### src/rtl/qsl_pkg.sv
package qsl_pkg;
  typedef enum logic [1:0] {
    LW_ONE  = 2'd0,
    LW_TWO  = 2'd1,
    LW_FOUR = 2'd2
  } lane_w_e;

  typedef enum logic [3:0] {
    ST_IDLE, ST_LOAD, ST_WLO, ST_WHI, ST_TLO, ST_THI, ST_RLO, ST_RHI, ST_END
  } st_e;

  localparam int NLANE = 4;
endpackage

### src/rtl/qsl_lane_map.sv
module qsl_lane_map
  import qsl_pkg::*;
#(
  parameter int DATA_W = 8
) (
  input  lane_w_e                lw,
  input  logic                   drive,
  input  logic [DATA_W-1:0]      sh,
  input  logic [NLANE-1:0]       io_in,
  output logic [NLANE-1:0]       io_out,
  output logic [NLANE-1:0]       io_oe,
  output logic [NLANE-1:0]       fill
);
  logic [NLANE-1:0] grp, mask;

  always_comb begin
    case (lw)
      LW_FOUR: begin
        grp  = sh[DATA_W-1 -: 4];
        mask = 4'b1111;
        fill = io_in;
      end
      LW_TWO: begin
        grp  = {2'b00, sh[DATA_W-1 -: 2]};
        mask = 4'b0011;
        fill = {2'b00, io_in[1:0]};
      end
      default: begin
        grp  = {3'b000, sh[DATA_W-1]};
        mask = 4'b0001;
        fill = {3'b000, io_in[1]};
      end
    endcase
  end

  assign io_oe = drive ? mask : '0;

  for (genvar i = 0; i < NLANE; i++) begin : g_lane
    assign io_out[i] = grp[i] & io_oe[i];
  end

  // enables always form a contiguous group from lane 0
  always_comb begin
    assert_lane_mask_R7: assert (io_oe == 4'b0000 || io_oe == 4'b0001 ||
                                 io_oe == 4'b0011 || io_oe == 4'b1111);
  end
endmodule

### src/rtl/qsl_shifter.sv
module qsl_shifter
  import qsl_pkg::*;
#(
  parameter int DATA_W = 8
) (
  input  logic               clk,
  input  logic               rst_n,
  input  logic               load,
  input  logic [DATA_W-1:0]  load_val,
  input  logic               shift,
  input  lane_w_e            lw,
  input  logic [NLANE-1:0]   fill,
  output logic [DATA_W-1:0]  sh
);
  always_ff @(posedge clk or negedge rst_n) begin
    if (!rst_n) begin
      sh <= '0;
    end else if (load) begin
      sh <= load_val;
    end else if (shift) begin
      case (lw)
        LW_FOUR: sh <= {sh[DATA_W-5:0], fill[3:0]};
        LW_TWO:  sh <= {sh[DATA_W-3:0], fill[1:0]};
        default: sh <= {sh[DATA_W-2:0], fill[0]};
      endcase
    end
  end

  // a byte is never loaded while bits are still moving
  assert_load_shift_excl_R10: assert property (@(posedge clk) disable iff (!rst_n)
    !(load && shift));
endmodule

### src/rtl/qspi_lane_engine.sv
module qspi_lane_engine
  import qsl_pkg::*;
#(
  parameter int DATA_W = 8,
  parameter int LEN_W  = 8
) (
  input  logic              clk,
  input  logic              rst_n,
  input  logic              start,
  input  logic [1:0]        lane_sel,
  input  logic [LEN_W-1:0]  wr_len,
  input  logic [LEN_W-1:0]  rd_len,
  output logic              busy,
  input  logic [DATA_W-1:0] tx_data,
  input  logic              tx_valid,
  output logic              tx_ready,
  output logic [DATA_W-1:0] rx_data,
  output logic              rx_valid,
  output logic              cs_n,
  output logic              sclk,
  input  logic [3:0]        io_in,
  output logic [3:0]        io_out,
  output logic [3:0]        io_oe
);
  localparam int BEAT_W = $clog2(DATA_W);

  initial begin
    assert_width_ok: assert (DATA_W % 4 == 0 && DATA_W >= 4);
  end

  st_e               st;
  lane_w_e           lw_q, lw_in;
  logic [LEN_W-1:0]  rd_q, byte_left;
  logic [BEAT_W-1:0] beat_left;
  logic              load, shift, drive;
  logic [3:0]        fill;
  logic [DATA_W-1:0] sh;

  function automatic logic [BEAT_W-1:0] last_beat(lane_w_e w);
    case (w)
      LW_FOUR: return BEAT_W'(DATA_W / 4 - 1);
      LW_TWO:  return BEAT_W'(DATA_W / 2 - 1);
      default: return BEAT_W'(DATA_W - 1);
    endcase
  endfunction

  always_comb begin
    case (lane_sel)
      2'd1:    lw_in = LW_TWO;
      2'd2:    lw_in = LW_FOUR;
      default: lw_in = LW_ONE;
    endcase
  end

  assign load     = (st == ST_LOAD) && tx_valid;
  assign shift    = (st == ST_RLO) || (st == ST_WHI && beat_left != '0);
  assign drive    = (st == ST_LOAD) || (st == ST_WLO) || (st == ST_WHI);
  assign sclk     = (st == ST_WHI) || (st == ST_THI) || (st == ST_RHI);
  assign cs_n     = (st == ST_IDLE);
  assign busy     = (st != ST_IDLE);
  assign tx_ready = (st == ST_LOAD);
  assign rx_data  = sh;

  always_ff @(posedge clk or negedge rst_n) begin
    if (!rst_n) begin
      st        <= ST_IDLE;
      lw_q      <= LW_ONE;
      rd_q      <= '0;
      byte_left <= '0;
      beat_left <= '0;
      rx_valid  <= 1'b0;
    end else begin
      rx_valid <= 1'b0;
      case (st)
        ST_IDLE: if (start && (wr_len != '0 || rd_len != '0)) begin
          lw_q <= lw_in;
          rd_q <= rd_len;
          if (wr_len != '0) begin
            byte_left <= wr_len;
            st        <= ST_LOAD;
          end else begin
            byte_left <= rd_len;
            beat_left <= last_beat(lw_in);
            st        <= ST_RLO;
          end
        end
        ST_LOAD: if (tx_valid) begin
          beat_left <= last_beat(lw_q);
          st        <= ST_WLO;
        end
        ST_WLO: st <= ST_WHI;
        ST_WHI: begin
          if (beat_left != '0) begin
            beat_left <= beat_left - 1'b1;
            st        <= ST_WLO;
          end else if (byte_left != LEN_W'(1)) begin
            byte_left <= byte_left - 1'b1;
            st        <= ST_LOAD;
          end else if (rd_q != '0) begin
            byte_left <= rd_q;
            st        <= ST_TLO;
          end else begin
            st <= ST_END;
          end
        end
        ST_TLO: st <= ST_THI;
        ST_THI: begin
          beat_left <= last_beat(lw_q);
          st        <= ST_RLO;
        end
        ST_RLO: begin
          rx_valid <= (beat_left == '0);
          st       <= ST_RHI;
        end
        ST_RHI: begin
          if (beat_left != '0) begin
            beat_left <= beat_left - 1'b1;
            st        <= ST_RLO;
          end else if (byte_left != LEN_W'(1)) begin
            byte_left <= byte_left - 1'b1;
            beat_left <= last_beat(lw_q);
            st        <= ST_RLO;
          end else begin
            st <= ST_END;
          end
        end
        ST_END:  st <= ST_IDLE;
        default: st <= ST_IDLE;
      endcase
    end
  end

  qsl_lane_map #(.DATA_W(DATA_W)) u_map (
    .lw(lw_q), .drive(drive), .sh(sh), .io_in(io_in),
    .io_out(io_out), .io_oe(io_oe), .fill(fill)
  );

  qsl_shifter #(.DATA_W(DATA_W)) u_sh (
    .clk(clk), .rst_n(rst_n), .load(load), .load_val(tx_data),
    .shift(shift), .lw(lw_q), .fill(fill), .sh(sh)
  );

  // an idle link drives nothing and keeps the clock low
  assert_idle_quiet_R1: assert property (@(posedge clk) disable iff (!rst_n)
    cs_n |-> (io_oe == 4'b0000 && !sclk && !rx_valid));
  // lane values never move while the clock is high
  assert_out_stable_high_R2: assert property (@(posedge clk) disable iff (!rst_n)
    sclk |-> ($stable(io_out) && $stable(io_oe)));
  // a received byte never coincides with driven lanes
  assert_no_drive_on_read_R7: assert property (@(posedge clk) disable iff (!rst_n)
    rx_valid |-> (io_oe == 4'b0000));
  // waiting for a send byte holds the clock low
  assert_ready_clock_low_R9: assert property (@(posedge clk) disable iff (!rst_n)
    tx_ready |-> !sclk);
  // every clock pulse sits inside the select window
  assert_select_covers_R12: assert property (@(posedge clk) disable iff (!rst_n)
    sclk |-> !cs_n);
endmodule

### config.mk
export PLATFORM = sky130hd
export DESIGN_NAME = qspi_lane_engine
export DESIGN_NICKNAME = d
export VERILOG_FILES = /design/src/rtl/qsl_pkg.sv /design/src/rtl/qsl_lane_map.sv /design/src/rtl/qsl_shifter.sv /design/src/rtl/qspi_lane_engine.sv
export SDC_FILE = /design/constraint.sdc
export NUM_CORES = 1
export LEC_CHECK = 0
export CAP_MARGIN = 20
export CORE_MARGIN = 1.5
export CORE_UTILIZATION = 60
export CTS_BUF_LIST = sky130_fd_sc_hd__clkbuf_16
export DETAILED_ROUTE_END_ITERATION = 10
export DONT_BUFFER_PORTS = 1
export PLACE_DENSITY_LB_ADDON = 0.1
export SLEW_MARGIN = 10
export SYNTH_ARGS = -nofsm -noshare
export SYNTH_HDL_FRONTEND = slang
export SYNTH_SLANG_ARGS = --single-unit
### constraint.sdc
create_clock -name clk -period 2.17 [get_ports clk]
set_input_delay 0.217 -clock clk [delete_from_list [all_inputs] [get_ports clk]]
set_output_delay 0.217 -clock clk [all_outputs]
set_load 0.02 [all_outputs]
Word-level counts from Yosys, hierarchy flattened
Index checks and enable logic that the tools add are counted.
Widths: inputs -> output; s select.

operators by class
  add/subtract/negate cells = 2
  bitwise operators = 4
  muxes and demuxes = 35
  reduce and logical (&&, ||, !) cells = 23
  eq/ne operators = 23

operators with widths
  operator             number
  $mux 8               9
  $mux 4               8
  $pmux 4 s8           1
  $pmux 4 s2           3
  $pmux 8 s3           1
  $reduce_bool 8->1    3
  $mux 3               7
  $eq 4x3->1 const B   4
  $pmux 8 s2           1
  $pmux 3 s5           1
  $pmux 3 s2           2
  $reduce_and 6->1     2
  $eq 4x2->1 const B   2
  $ne 2x2->1 const B   4
  $ne 8x1->1 const B   1
  $sub 8x1->8 const B  1
  $eq 2x1->1 const B   3
  $eq 2x2->1 const B   3
  $logic_or 1x1->1     6
  $ne 2x1->1 const B   3
  $ne 3x1->1 const B   2
  $reduce_bool 3->1    2
  $reduce_bool 5->1    1
  $and 1x1->1          4
  other kinds (10)     13

word-level totals
  register bits after elaboration = 34
  input bits = 34
  output and inout bits = 21
  word-level logic and storage cells = 94

Depth between registers and ports, before layout
Gate-level depths: netlist (run 1).

  depth in word-level cells = 7
  gate-level depth with buffers = 9
  depth with buffers taken out = 7

Hierarchy
A second synthesis (run 1) with hierarchy kept.

unflattened totals
  cell total of the unflattened synthesis = 292
  area, all modules = 2,628.8 um2

modules (own cells, without submodules)
  module            instances  cells an instance  sequential area each (um2)  area an instance (um2)
  qspi_lane_engine  1          216                650.6                       1,948.1
  qsl_shifter       1          54                 200.2                       526.8
  qsl_lane_map      1          22                 0.0                         153.9

Least setup slack after synthesis (run 1)
Ideal clock, no wire load.

  kind = flip-flop to flip-flop
  from = register byte_left[1]
  to = register byte_left[4]
  clock period less this slack = 1,992 ps
  path buffers = 0
  cell stages (with the launch flop) = 7
  setup time = 125 ps
  required time = 2,045 ps
  arrival = 1,867 ps
  path slack = 178 ps
  cells stage by stage = dfrtp_1 > inv_1 > ha_1 > or4b_4 > o31ai_4 > o221ai_1 > mux2_4

between the ends
  longest elaborated chain between the ends = 4
  elaborated cells between the ends (all ways) = 10
  those cells by class = add/sub: 1; eq/ne: 3; mux: 5; reduce/logical: 1

RTL lines
  what                                       RTL line                                         source
  start: declaration                         qspi_lane_engine.sv:33                           logic [LEN_W-1:0] rd_q, byte_left;
  start signal: assignment                   qspi_lane_engine.sv:79                           byte_left <= wr_len;
  start signal: assignment                   qspi_lane_engine.sv:82                           byte_left <= rd_len;
  start signal: assignment                   qspi_lane_engine.sv:97                           byte_left <= byte_left - 1'b1;
  $sub 8x1->8 or $ne 8x1->1 (tied branches)  n/a
  $mux 8 (on tied branches)                  qspi_lane_engine.sv:119, qspi_lane_engine.sv:96
  $mux 8 (on tied branches)                  qspi_lane_engine.sv:116, qspi_lane_engine.sv:93
  $pmux 8 s3                                 qspi_lane_engine.sv:74                           case (st)

Parallel ways exist; a longest one is shown, timed or not. The select of a mux whose other input is x is not followed.
A chain may end at the register's enable or synchronous reset.

Final worst setup path (run 1)
  from = register byte_left[1]
  to = register byte_left[3]

The elaborated chain is that of the path after synthesis.

==> impl_metrics.env, run 1 <==
export IMPL_ys_top_cells_by_area="dfrtp_1 32%, mux2_2 9.0%, a21oi_1 5.1%"
export IMPL_numCtsBuffers=5
export IMPL_fin_worst_skew_ns=0.008240
export IMPL_crit_path_top_delay_cell="or4b_4"
export IMPL_startpoint_type="register"
export IMPL_layout_drive_gt1_share=0.2648
export IMPL_antenna_found_initial=0
export IMPL_avgSynthCellArea_um2=8.750
export IMPL_gr_usage_met3=0.08480
export IMPL_grt_pass1_wl_mm=11.58
export IMPL_syn_area_um2=2625
export IMPL_synth_async_sr_flop_share=1.000
export IMPL_finalCritPeriodShare=0.9628
export IMPL_p_leak_nw=1.273
export IMPL_placed_area_um2=2805
export IMPL_io_pins=55
export IMPL_layout_nets=364
export IMPL_cts_max_level=2
export IMPL_ant_nets=0
export IMPL_yosys_area_top_type="dfrtp_1"
export IMPL_worst_pin_slew_ns=0.5574
export IMPL_hold_viol=0
export IMPL_path_cells="inv_2 > ha_4 > or4b_4 > o31ai_4 > buf_6 > nor2_1 > o41ai_1 > o21ai_1"
export IMPL_synth_top_area_frac=0.3241
export IMPL_cap_violations=0
export IMPL_grt_use_met2=0.4380
export IMPL_timing_fmax_ghz=0.4786
export IMPL_synth_warnings=0
export IMPL_place_ws_ns=0.03914
export IMPL_initial_core_util=0.6379
export IMPL_gp_congestion=0.8889
export IMPL_cp_end_kind="register"
export IMPL_hold_path_class="in -> reg"
export IMPL_io_buffers=0
export IMPL_antenna_cells=0
export IMPL_rows=23
export IMPL_die_h_um=69.15
export IMPL_synth_cell_types=61
export IMPL_routed_wl_mm=6.941
export IMPL_grt_remaining_overflow=0
export IMPL_die_w_um=69.15
export IMPL_slew_violations=0
export IMPL_syn_nets=344
export IMPL_cp_max_fo=8
export IMPL_setup_viol=0
export IMPL_clk_pin_slew_worst_paths_ns=0.06
export IMPL_synth_edff_count=0
export IMPL_hpwl_mm=4.970
export IMPL_synthCells=300
export IMPL_dieArea_um2=4781
export IMPL_worst_slack_ns=0.08066
export IMPL_final_area_um2=3055
export IMPL_grt_usage=0.2953
export IMPL_status="finished, final reports clean"
export IMPL_worstSkewPairLatency_ns=0.28
export IMPL_slowest_delay_ns=0.51
export IMPL_tritoncts="yes"
export IMPL_cts_root_buffer_cell="clkbuf_16"
export IMPL_cts_sinks=34
export IMPL_grt_busiest_layer="met2"
export IMPL_vias=2447
export IMPL_drc=0
export IMPL_cts_max_path_buffers=2
export IMPL_grt_pass1_vias=2303
export IMPL_yosys_register_bits=34
export IMPL_grt_util_met1=0.4198
export IMPL_area_growth_pct=16.40
export IMPL_ys_flop_type="dfrtp_1"
export IMPL_core_area_um2=4115
export IMPL_synth_common_cells="34 x dfrtp_1, 34 x nor2_1, 27 x a21oi_1"
export IMPL_peakVddDrop_mv=0.8206
export IMPL_path_class="reg -> reg"
export IMPL_slew_headroom=0.6275
export IMPL_cp_required_ns=2.32
export IMPL_wl_per_cell_um=18.71
export IMPL_grt_max_degree=35
export IMPL_vias_per_cell=6.596
export IMPL_critPathArrivalTime_ns=2.24
export IMPL_drt_first_iter_violations=220
export IMPL_ys_seq_area_frac=0.3241
export IMPL_fin_crit_ns=2.089
export IMPL_dr_pass1_iters=5
export IMPL_fillers=313
export IMPL_cellPowerDensity_nw_per_um2=1558
[flip-flops by register name (all words and copies together), names as in the netlist]
| signal | cells |
|---|---|
| beat_left | 3 |
| byte_left | 8 |
| lw_q | 2 |
| rd_q | 8 |
| rx_valid | 1 |
| st | 4 |
| u_sh.sh | 8 |
[timing repair]
| action | CTS | global route |
|---|---|---|
| endpoints found under the setup margin | 0 | 11 |
| resized for setup | 0 | 11 |
| buffers inserted | 0 | 1 |
| hold endpoints to repair | 34 | 0 |
| hold buffers | 2 | 0 |
[layout make-up]
| cell class | instances | area [um2] | area share |
|---|---|---|---|
| tap | 50 | 62.56 | 0.02048 |
| multi-input combinational | 229 | 1649 | 0.5397 |
| inverter | 19 | 71.32 | 0.02334 |
| sequential | 34 | 850.8 | 0.2785 |
| clock inverter | 3 | 45.04 | 0.01474 |
| timing repair buffer | 31 | 251.5 | 0.08231 |
| clock buffer | 5 | 125.1 | 0.04095 |
[power by group]
group	internal [W]	total [W]	switching, W
Clock	0.000541	0.000828	0.000286
Combinational	0.00114	0.00259	0.00144
Sequential	0.000920	0.00134	0.000423
Total	0.00260	0.00476	0.00215
[stage by stage]
step           cells  setup TNS [ns]  hold slack [ns]  total power [W]    util
2_1_floorplan    300               0         -0.07859         0.003104       -
4_1_cts          370               0          0.04706         0.004621  0.7303
3_3_place_gp     360               0         -0.07784         0.003695  0.6817
3_5_place_dp     360               0         -0.07788         0.003753  0.6817
5_1_grt          371        -0.01677          0.04607         0.005083  0.7425
6_report         371               0          0.04216         0.004759  0.7425
[worst paths after layout]
path / from / end / slack [ns] / cells past startpoint
max in group asynchronous: rst_n / u_sh.sh[2]$_DFFE_PN0P_ / 1.61 / 2
worst min-delay path: tx_valid / st[0]$_DFFE_PN0P_ / 0.04 / 1
worst max-delay path: byte_left[1]$_DFFE_PN0P_ / byte_left[3]$_DFFE_PN0P_ / 0.08 / 8
worst min register to register: beat_left[0]$_DFFE_PN0P_ / beat_left[0]$_DFFE_PN0P_ / 0.53 / 1
min in group asynchronous: rst_n / byte_left[4]$_DFFE_PN0P_ / 0.37 / 2
worst max register to register: byte_left[1]$_DFFE_PN0P_ / byte_left[3]$_DFFE_PN0P_ / 0.08 / 8
[critical path: cells and delay by family, from the launching register on]
kind	cells	cell delay (ns)
compound gates	3	0.62
simple gates	2	0.56
flops	1	0.39
buf+inv	2	0.24
fa+ha+maj	1	0.14
[cell usage in the layout (no fill, tap or decap), types with 3 or more instances in the layout]
cell       synthesis  layout
nor2_1            34      34
dfrtp_1           34      34
buf_4              2      28
a21oi_1           27      26
mux2_2            21      21
inv_1             18      17
nand2_1           17      17
o21ai_0           14      14
a22oi_1            8       8
ha_1              10       8
a31oi_1            7       7
nand3_1            6       6
nor3_1             6       6
o21ai_1            6       6
clkbuf_16          0       5
nor4_1             4       4
or3_1              4       4
a211oi_1           4       4
nand2b_1           3       3
nand4b_1           3       3
o31ai_1            4       3
o22ai_1            3       3
or4_1              4       3
o41ai_1            3       3
o221ai_1           3       3
[per-layer routing]
metal	share of wire	wire [um]
met1	0.44	3077
met2	0.47	3253
met3	0.073	507
met4	0.015	102
met5	0	0
[kinds of logic (layout without fill, tap and decap cells)]
family | after synthesis | after routing | share of synthesized area
simple gates | 100 | 100 | 0.2112
fa+ha+maj | 10 | 10 | 0.04766
xor+xnor | 2 | 2 | 0.006674
buf+inv | 37 | 58 | 0.06243
mux | 25 | 25 | 0.1077
compound gates | 92 | 92 | 0.2402
flops | 34 | 34 | 0.3241
No activity file was read; power rests on OpenSTA's default activity.
==> inputs of run 2 (changes only) <==
--- a/config.mk
+++ b/config.mk
@@ -12,6 +12,7 @@
 export DETAILED_ROUTE_END_ITERATION = 10
 export DONT_BUFFER_PORTS = 1
 export PLACE_DENSITY_LB_ADDON = 0.1
+export RECOVER_POWER = 25
 export SLEW_MARGIN = 10
 export SYNTH_ARGS = -nofsm -noshare
 export SYNTH_HDL_FRONTEND = slang
==> run 2 against run 1 <==
Effect of this change:
- worst setup slack gained 0.0024 ns
- routed wire length up 0.33%
- sequential share of layout area grew 0.14 points
- clock skew fell by 0.0030 ns
- die area unchanged
- register-to-register slack barely moved
- design area shrank 0.49%
- global-route usage is the same
- via count grew 0.41%
- utilization fell by 0.36 points
- cell count unchanged
- largest cell class unchanged
==> impl_metrics.env, run 2 (synthesis gave the netlist of run 1 again) <==
export IMPL_antenna_found_initial=0
export IMPL_grt_usage=0.2953
export IMPL_grt_pass1_wl_mm=11.58
export IMPL_cap_violations=0
export IMPL_worstHoldEndpoint="st[0]$_DFFE_PN0P_"
export IMPL_tritoncts="yes"
export IMPL_hold_path_class="in -> reg"
export IMPL_grt_pass1_vias=2303
export IMPL_grt_max_degree=35
export IMPL_routed_wl_mm=6.964
export IMPL_setup_viol=0
export IMPL_cellPowerDensity_nw_per_um2=1564
export IMPL_dp_cells=360
export IMPL_worst_pin_slew_ns=0.8885
export IMPL_cp_end_kind="register"
export IMPL_timing_fmax_ghz=0.4792
export IMPL_core_area_um2=4115
export IMPL_antenna_cells=0
export IMPL_worstSkewPairLatency_ns=0.28
export IMPL_ant_nets=0
export IMPL_vias=2457
export IMPL_layout_nets=364
export IMPL_hold_viol=0
export IMPL_path_cells="inv_2 > ha_4 > or4b_4 > o31ai_4 > buf_6 > nor2_1 > o41ai_1 > o21ai_1"
export IMPL_fin_cells=371
export IMPL_reg_top3="byte_left (8), rd_q (8), u_sh.sh (8)"
export IMPL_gp_congestion=0.8889
export IMPL_io_pins=55
export IMPL_die_w_um=69.15
export IMPL_hpwl_mm=4.970
export IMPL_path_class="reg -> reg"
export IMPL_cts_max_level=2
export IMPL_wl_per_cell_um=18.77
export IMPL_drc=0
export IMPL_slew_headroom=0.4076
export IMPL_fin_worst_skew_ns=0.005285
export IMPL_finalPower_w=0.004756
export IMPL_critPathArrivalTime_ns=2.24
export IMPL_cts_max_path_buffers=2
export IMPL_finish_utilization=0.7388
export IMPL_peakVddDrop_mv=0.8218
export IMPL_cp_max_fo=8
export IMPL_initial_core_util=0.6379
export IMPL_r2r_cells=8
export IMPL_numCtsBuffers=5
export IMPL_hold_start="tx_valid"
export IMPL_slowest_delay_ns=0.51
export IMPL_die_h_um=69.15
export IMPL_r2r_end="byte_left[3]$_DFFE_PN0P_"
export IMPL_status="finished, final reports clean"
export IMPL_clk_pin_slew_worst_paths_ns=0.06
export IMPL_place_ws_ns=0.03914
export IMPL_regArea_um2=850.8
export IMPL_startpoint_type="register"
export IMPL_min_path_cells=1
export IMPL_io_buffers=0
export IMPL_vias_per_cell=6.623
export IMPL_dr_pass1_iters=5
export IMPL_grt_remaining_overflow=0
export IMPL_drt_first_iter_violations=239
export IMPL_multi_input_comb_area_um2=1649
export IMPL_fillers=315
export IMPL_r2r_start="byte_left[1]$_DFFE_PN0P_"
export IMPL_finalCritPeriodShare=0.9617
export IMPL_slew_violations=0
export IMPL_rrSetupSlack_ns=0.08
export IMPL_cp_required_ns=2.32
export IMPL_cts_sinks=34
export IMPL_final_cell_mix="34 x nor2_1, 34 x dfrtp_1, 28 x buf_4"
export IMPL_dieArea_um2=4781
export IMPL_worst_slack_ns=0.08302
export IMPL_crit_path_top_delay_cell="or4b_4"
export IMPL_critPathTopFamily="compound AO/OA/AOI/OAI gates"
export IMPL_layout_drive_gt1_share=0.2648
export IMPL_area_growth_pct=15.82
export IMPL_fin_crit_ns=2.087
export IMPL_p_leak_nw=1.268
export IMPL_rows=23
export IMPL_path_buf_inv=2
export IMPL_cts_root_buffer_cell="clkbuf_16"
==> run 2: changes by cell type in the layout (fill, tap and decap cells not counted), sizes merged <==
cell / change
buf: -1
clkbuf: +1
==> run 2: per-stage QoR <==
stage          hold WS, ns  setup TNS [ns]  instance area, um2
6_report           0.04216               0                3040
5_1_grt            0.04607        -0.01677                3040
4_1_cts            0.04706               0                3005
2_1_floorplan     -0.07859               0                2625
3_5_place_dp      -0.07788               0                2805
3_3_place_gp      -0.07784               0                2805
==> run 2: power by group <==
part           switching (W)  internal [W]
clock network       0.000285      0.000541
registers           0.000423      0.000920
logic                0.00145       0.00114
total                0.00215       0.00260
==> run 2: worst max-delay path by stage <==
stage | from | depth (start not counted) | end | slack, ns
floorplan | byte_left[1]$_DFFE_PN0P_ | 6 | byte_left[4]$_DFFE_PN0P_ | 0.18
global placement | byte_left[1]$_DFFE_PN0P_ | 6 | byte_left[4]$_DFFE_PN0P_ | 0.09
detailed placement | byte_left[1]$_DFFE_PN0P_ | 7 | byte_left[5]$_DFFE_PN0P_ | 0.04
CTS | byte_left[1]$_DFFE_PN0P_ | 7 | byte_left[3]$_DFFE_PN0P_ | 0.02
global route | st[0]$_DFFE_PN0P_ | 7 | byte_left[1]$_DFFE_PN0P_ | -0.02
finish | byte_left[1]$_DFFE_PN0P_ | 8 | byte_left[3]$_DFFE_PN0P_ | 0.08
==> run 2: final cells by class <==
type	instances	area share
Multi-Input combinational cell	229	0.5424
Sequential cell	34	0.2798
Timing Repair Buffer	31	0.07778
Clock buffer	5	0.04115
Inverter	19	0.02346
Tap cell	50	0.02058
Clock inverter	3	0.01481
==> run 2: timing repair <==
action / CTS / global route
hold buffers: 2 / 0
gates resized for setup: 0 / 11
endpoints found under the setup margin: 0 / 11
endpoints found under the hold margin: 34 / 0
setup buffers: 0 / 1
==> run 2: per-layer routing <==
| layer | share of wire | vias to the layer above | GRT usage |
|---|---|---|---|
| li1 | - | 1146 | - |
| met1 | 0.45 | 1201 | 0.4198 |
| met2 | 0.47 | 100 | 0.4380 |
| met3 | 0.072 | 10 | 0.08480 |
| met4 | 0.015 | 0 | 0.08497 |
| met5 | 0 | - | 0 |
==> inputs of run 3 (changes only) <==
--- a/config.mk
+++ b/config.mk
@@ -11,7 +11,7 @@
 export CTS_BUF_LIST = sky130_fd_sc_hd__clkbuf_16
 export DETAILED_ROUTE_END_ITERATION = 10
 export DONT_BUFFER_PORTS = 1
-export PLACE_DENSITY_LB_ADDON = 0.1
+export PLACE_DENSITY = 0.85
 export RECOVER_POWER = 25
 export SLEW_MARGIN = 10
 export SYNTH_ARGS = -nofsm -noshare
==> run 3 against run 2 <==
Effect of this change:
- count of clock-buffer cells in the layout stayed put
- utilization is 1.4 points higher
- register-to-register slack lost 0.06 ns
- clock power decreased by 0.7%
- sequential share of layout area is 0.47 points lower
- sequential cell count stayed put
- total power grew 3.2%
- routed wire length up 5.6%
- critical path depth unchanged
- die area stayed put
- largest cell class unchanged
- largest power group unchanged
==> impl_metrics.env, run 3 (synthesis gave the netlist of run 1 again) <==
export IMPL_peakVddDrop_mv=1.026
export IMPL_fin_cells=377
export IMPL_fin_setup_tns_ns=0
export IMPL_netSwitchingFraction=0.4554
export IMPL_cp_max_fo=6
export IMPL_r2r_start="byte_left[1]$_DFFE_PN0P_"
export IMPL_p_leak_nw=1.299
export IMPL_hpwl_mm=4.924
export IMPL_cts_root_buffer_cell="clkbuf_16"
export IMPL_grt_pass1_wl_mm=12.19
export IMPL_worst_slack_ns=0.02453
export IMPL_cp_num_cells=8
export IMPL_io_pins=55
export IMPL_routed_wl_mm=7.357
export IMPL_reg_top3="byte_left (8), rd_q (8), u_sh.sh (8)"
export IMPL_die_h_um=69.15
export IMPL_cp_required_ns=2.33
export IMPL_dr_pass1_iters=6
export IMPL_cp_endpoint="byte_left[2]$_DFFE_PN0P_"
export IMPL_finalCritPeriodShare=0.9887
export IMPL_io_buffers=0
export IMPL_grt_max_degree=35
export IMPL_setup_viol=0
export IMPL_antenna_cells=0
export IMPL_cap_violations=0
export IMPL_place_ws_ns=0.05085
export IMPL_r2r_cells=8
export IMPL_finish_utilization=0.7525
export IMPL_drc=0
export IMPL_grt_remaining_overflow=0
export IMPL_cellPowerDensity_nw_per_um2=1585
export IMPL_drt_first_iter_violations=327
export IMPL_crit_path_top_delay_cell="or4b_4"
export IMPL_pwr_share_seq=0.280
export IMPL_vias=2595
export IMPL_timing_fmax_ghz=0.4661
export IMPL_internal_power_w=0.002673
export IMPL_vias_per_cell=6.883
export IMPL_antenna_found_initial=0
export IMPL_p_switching_w=0.002235
export IMPL_cts_sinks=34
export IMPL_rows=23
export IMPL_critPathArrivalTime_ns=2.30
export IMPL_cp_startpoint="byte_left[1]$_DFFE_PN0P_"
export IMPL_fin_worst_skew_ns=0.005863
export IMPL_layout_drive_gt1_share=0.2875
export IMPL_fin_crit_ns=2.145
export IMPL_wl_per_cell_um=19.51
export IMPL_initial_core_util=0.6379
export IMPL_r2r_end="byte_left[2]$_DFFE_PN0P_"
export IMPL_die_w_um=69.15
export IMPL_critPathTopFamily="compound AO/OA/AOI/OAI gates"
export IMPL_worstSkewPairLatency_ns=0.28
export IMPL_slowest_delay_ns=0.49
export IMPL_tritoncts="yes"
export IMPL_dieArea_um2=4781
export IMPL_gp_congestion=0.9381
export IMPL_final_cell_mix="35 x buf_4, 33 x nor2_1, 33 x dfrtp_1"
export IMPL_hold_path_class="in -> reg"
export IMPL_rrSetupSlack_ns=0.02
export IMPL_startpoint_type="register"
export IMPL_combPwrFrac=0.553
export IMPL_ant_nets=0
export IMPL_grt_usage=0.3136
export IMPL_slew_violations=0
export IMPL_dp_cells=360
export IMPL_cts_max_path_buffers=2
export IMPL_hold_viol=0
export IMPL_core_area_um2=4115
export IMPL_layout_commonest_cell="buf_4"
export IMPL_slew_headroom=0.4311
export IMPL_cp_end_kind="register"
export IMPL_path_buf_inv=2
export IMPL_numCtsBuffers=5
export IMPL_worst_pin_slew_ns=0.8534
export IMPL_grt_pass1_vias=2478
export IMPL_cts_max_level=2
export IMPL_status="finished, final reports clean"
export IMPL_clock_power_share=0.167
export IMPL_path_class="reg -> reg"
export IMPL_layout_nets=370
export IMPL_clk_pin_slew_worst_paths_ns=0.06
export IMPL_rsz0062_at_grt="yes"
export IMPL_path_cells="inv_2 > ha_4 > or4b_4 > o31ai_4 > buf_4 > nor2_2 > o41ai_2 > o21ai_1"
export IMPL_area_growth_pct=17.97
==> run 3: worst min path at each step <==
stage | start | end | depth (start not counted)
after floorplan | rst_n | beat_left[0]$_DFFE_PN0P_ | 0
after global placement | rst_n | byte_left[6]$_DFFE_PN0P_ | 0
after detailed placement | rst_n | byte_left[6]$_DFFE_PN0P_ | 0
after CTS | tx_valid | st[0]$_DFFE_PN0P_ | 1
after global routing | tx_valid | st[0]$_DFFE_PN0P_ | 1
final | tx_valid | st[0]$_DFFE_PN0P_ | 1
==> run 3: stage by stage <==
stage	hold slack [ns]	power (W)	area, um2
floorplan	-0.07859	0.003104	2625
global placement	-0.07779	0.003655	2805
detailed placement	-0.07765	0.003740	2805
CTS	0.06070	0.004691	3038
global route	0.04914	0.005215	3097
finish	0.05483	0.004908	3097
==> run 3: metal layers <==
layer | GRT usage | share of wire | vias up
met2 | 0.4936 | 0.50 | 149
met4 | 0.1329 | 0.017 | 0
met5 | 0 | 0 | -
met1 | 0.4139 | 0.39 | 1267
met3 | 0.07310 | 0.095 | 16
li1 | - | - | 1163
==> run 3: power groups by stage <==
stage / sequential [W] / combinational [W] / clock, W
final: 0.00138 / 0.00271 / 0.000820
after global routing: 0.00141 / 0.00295 / 0.000859
after CTS: 0.00134 / 0.00253 / 0.000821
after detailed placement: 0.00134 / 0.00240 / 0
after global placement: 0.00133 / 0.00233 / 0
after floorplan: 0.00121 / 0.00189 / 0
==> run 3: layout make-up <==
type | instances | area (um2)
clock buffer | 5 | 125.1
clock inverter | 3 | 45.04
fill | 283 | 1018
inverter | 19 | 71.32
multi-input combinational | 229 | 1663
sequential | 34 | 852.1
tap | 50 | 62.56
timing repair buffer | 37 | 277.8
==> run 3: what timing repair did <==
action,CTS,global route
setup endpoints to repair,1,13
pin swaps,1,4
resized for setup,1,12
gates cloned,0,0
hold buffers,2,0
setup buffers,4,3
endpoints found under the hold margin,34,0
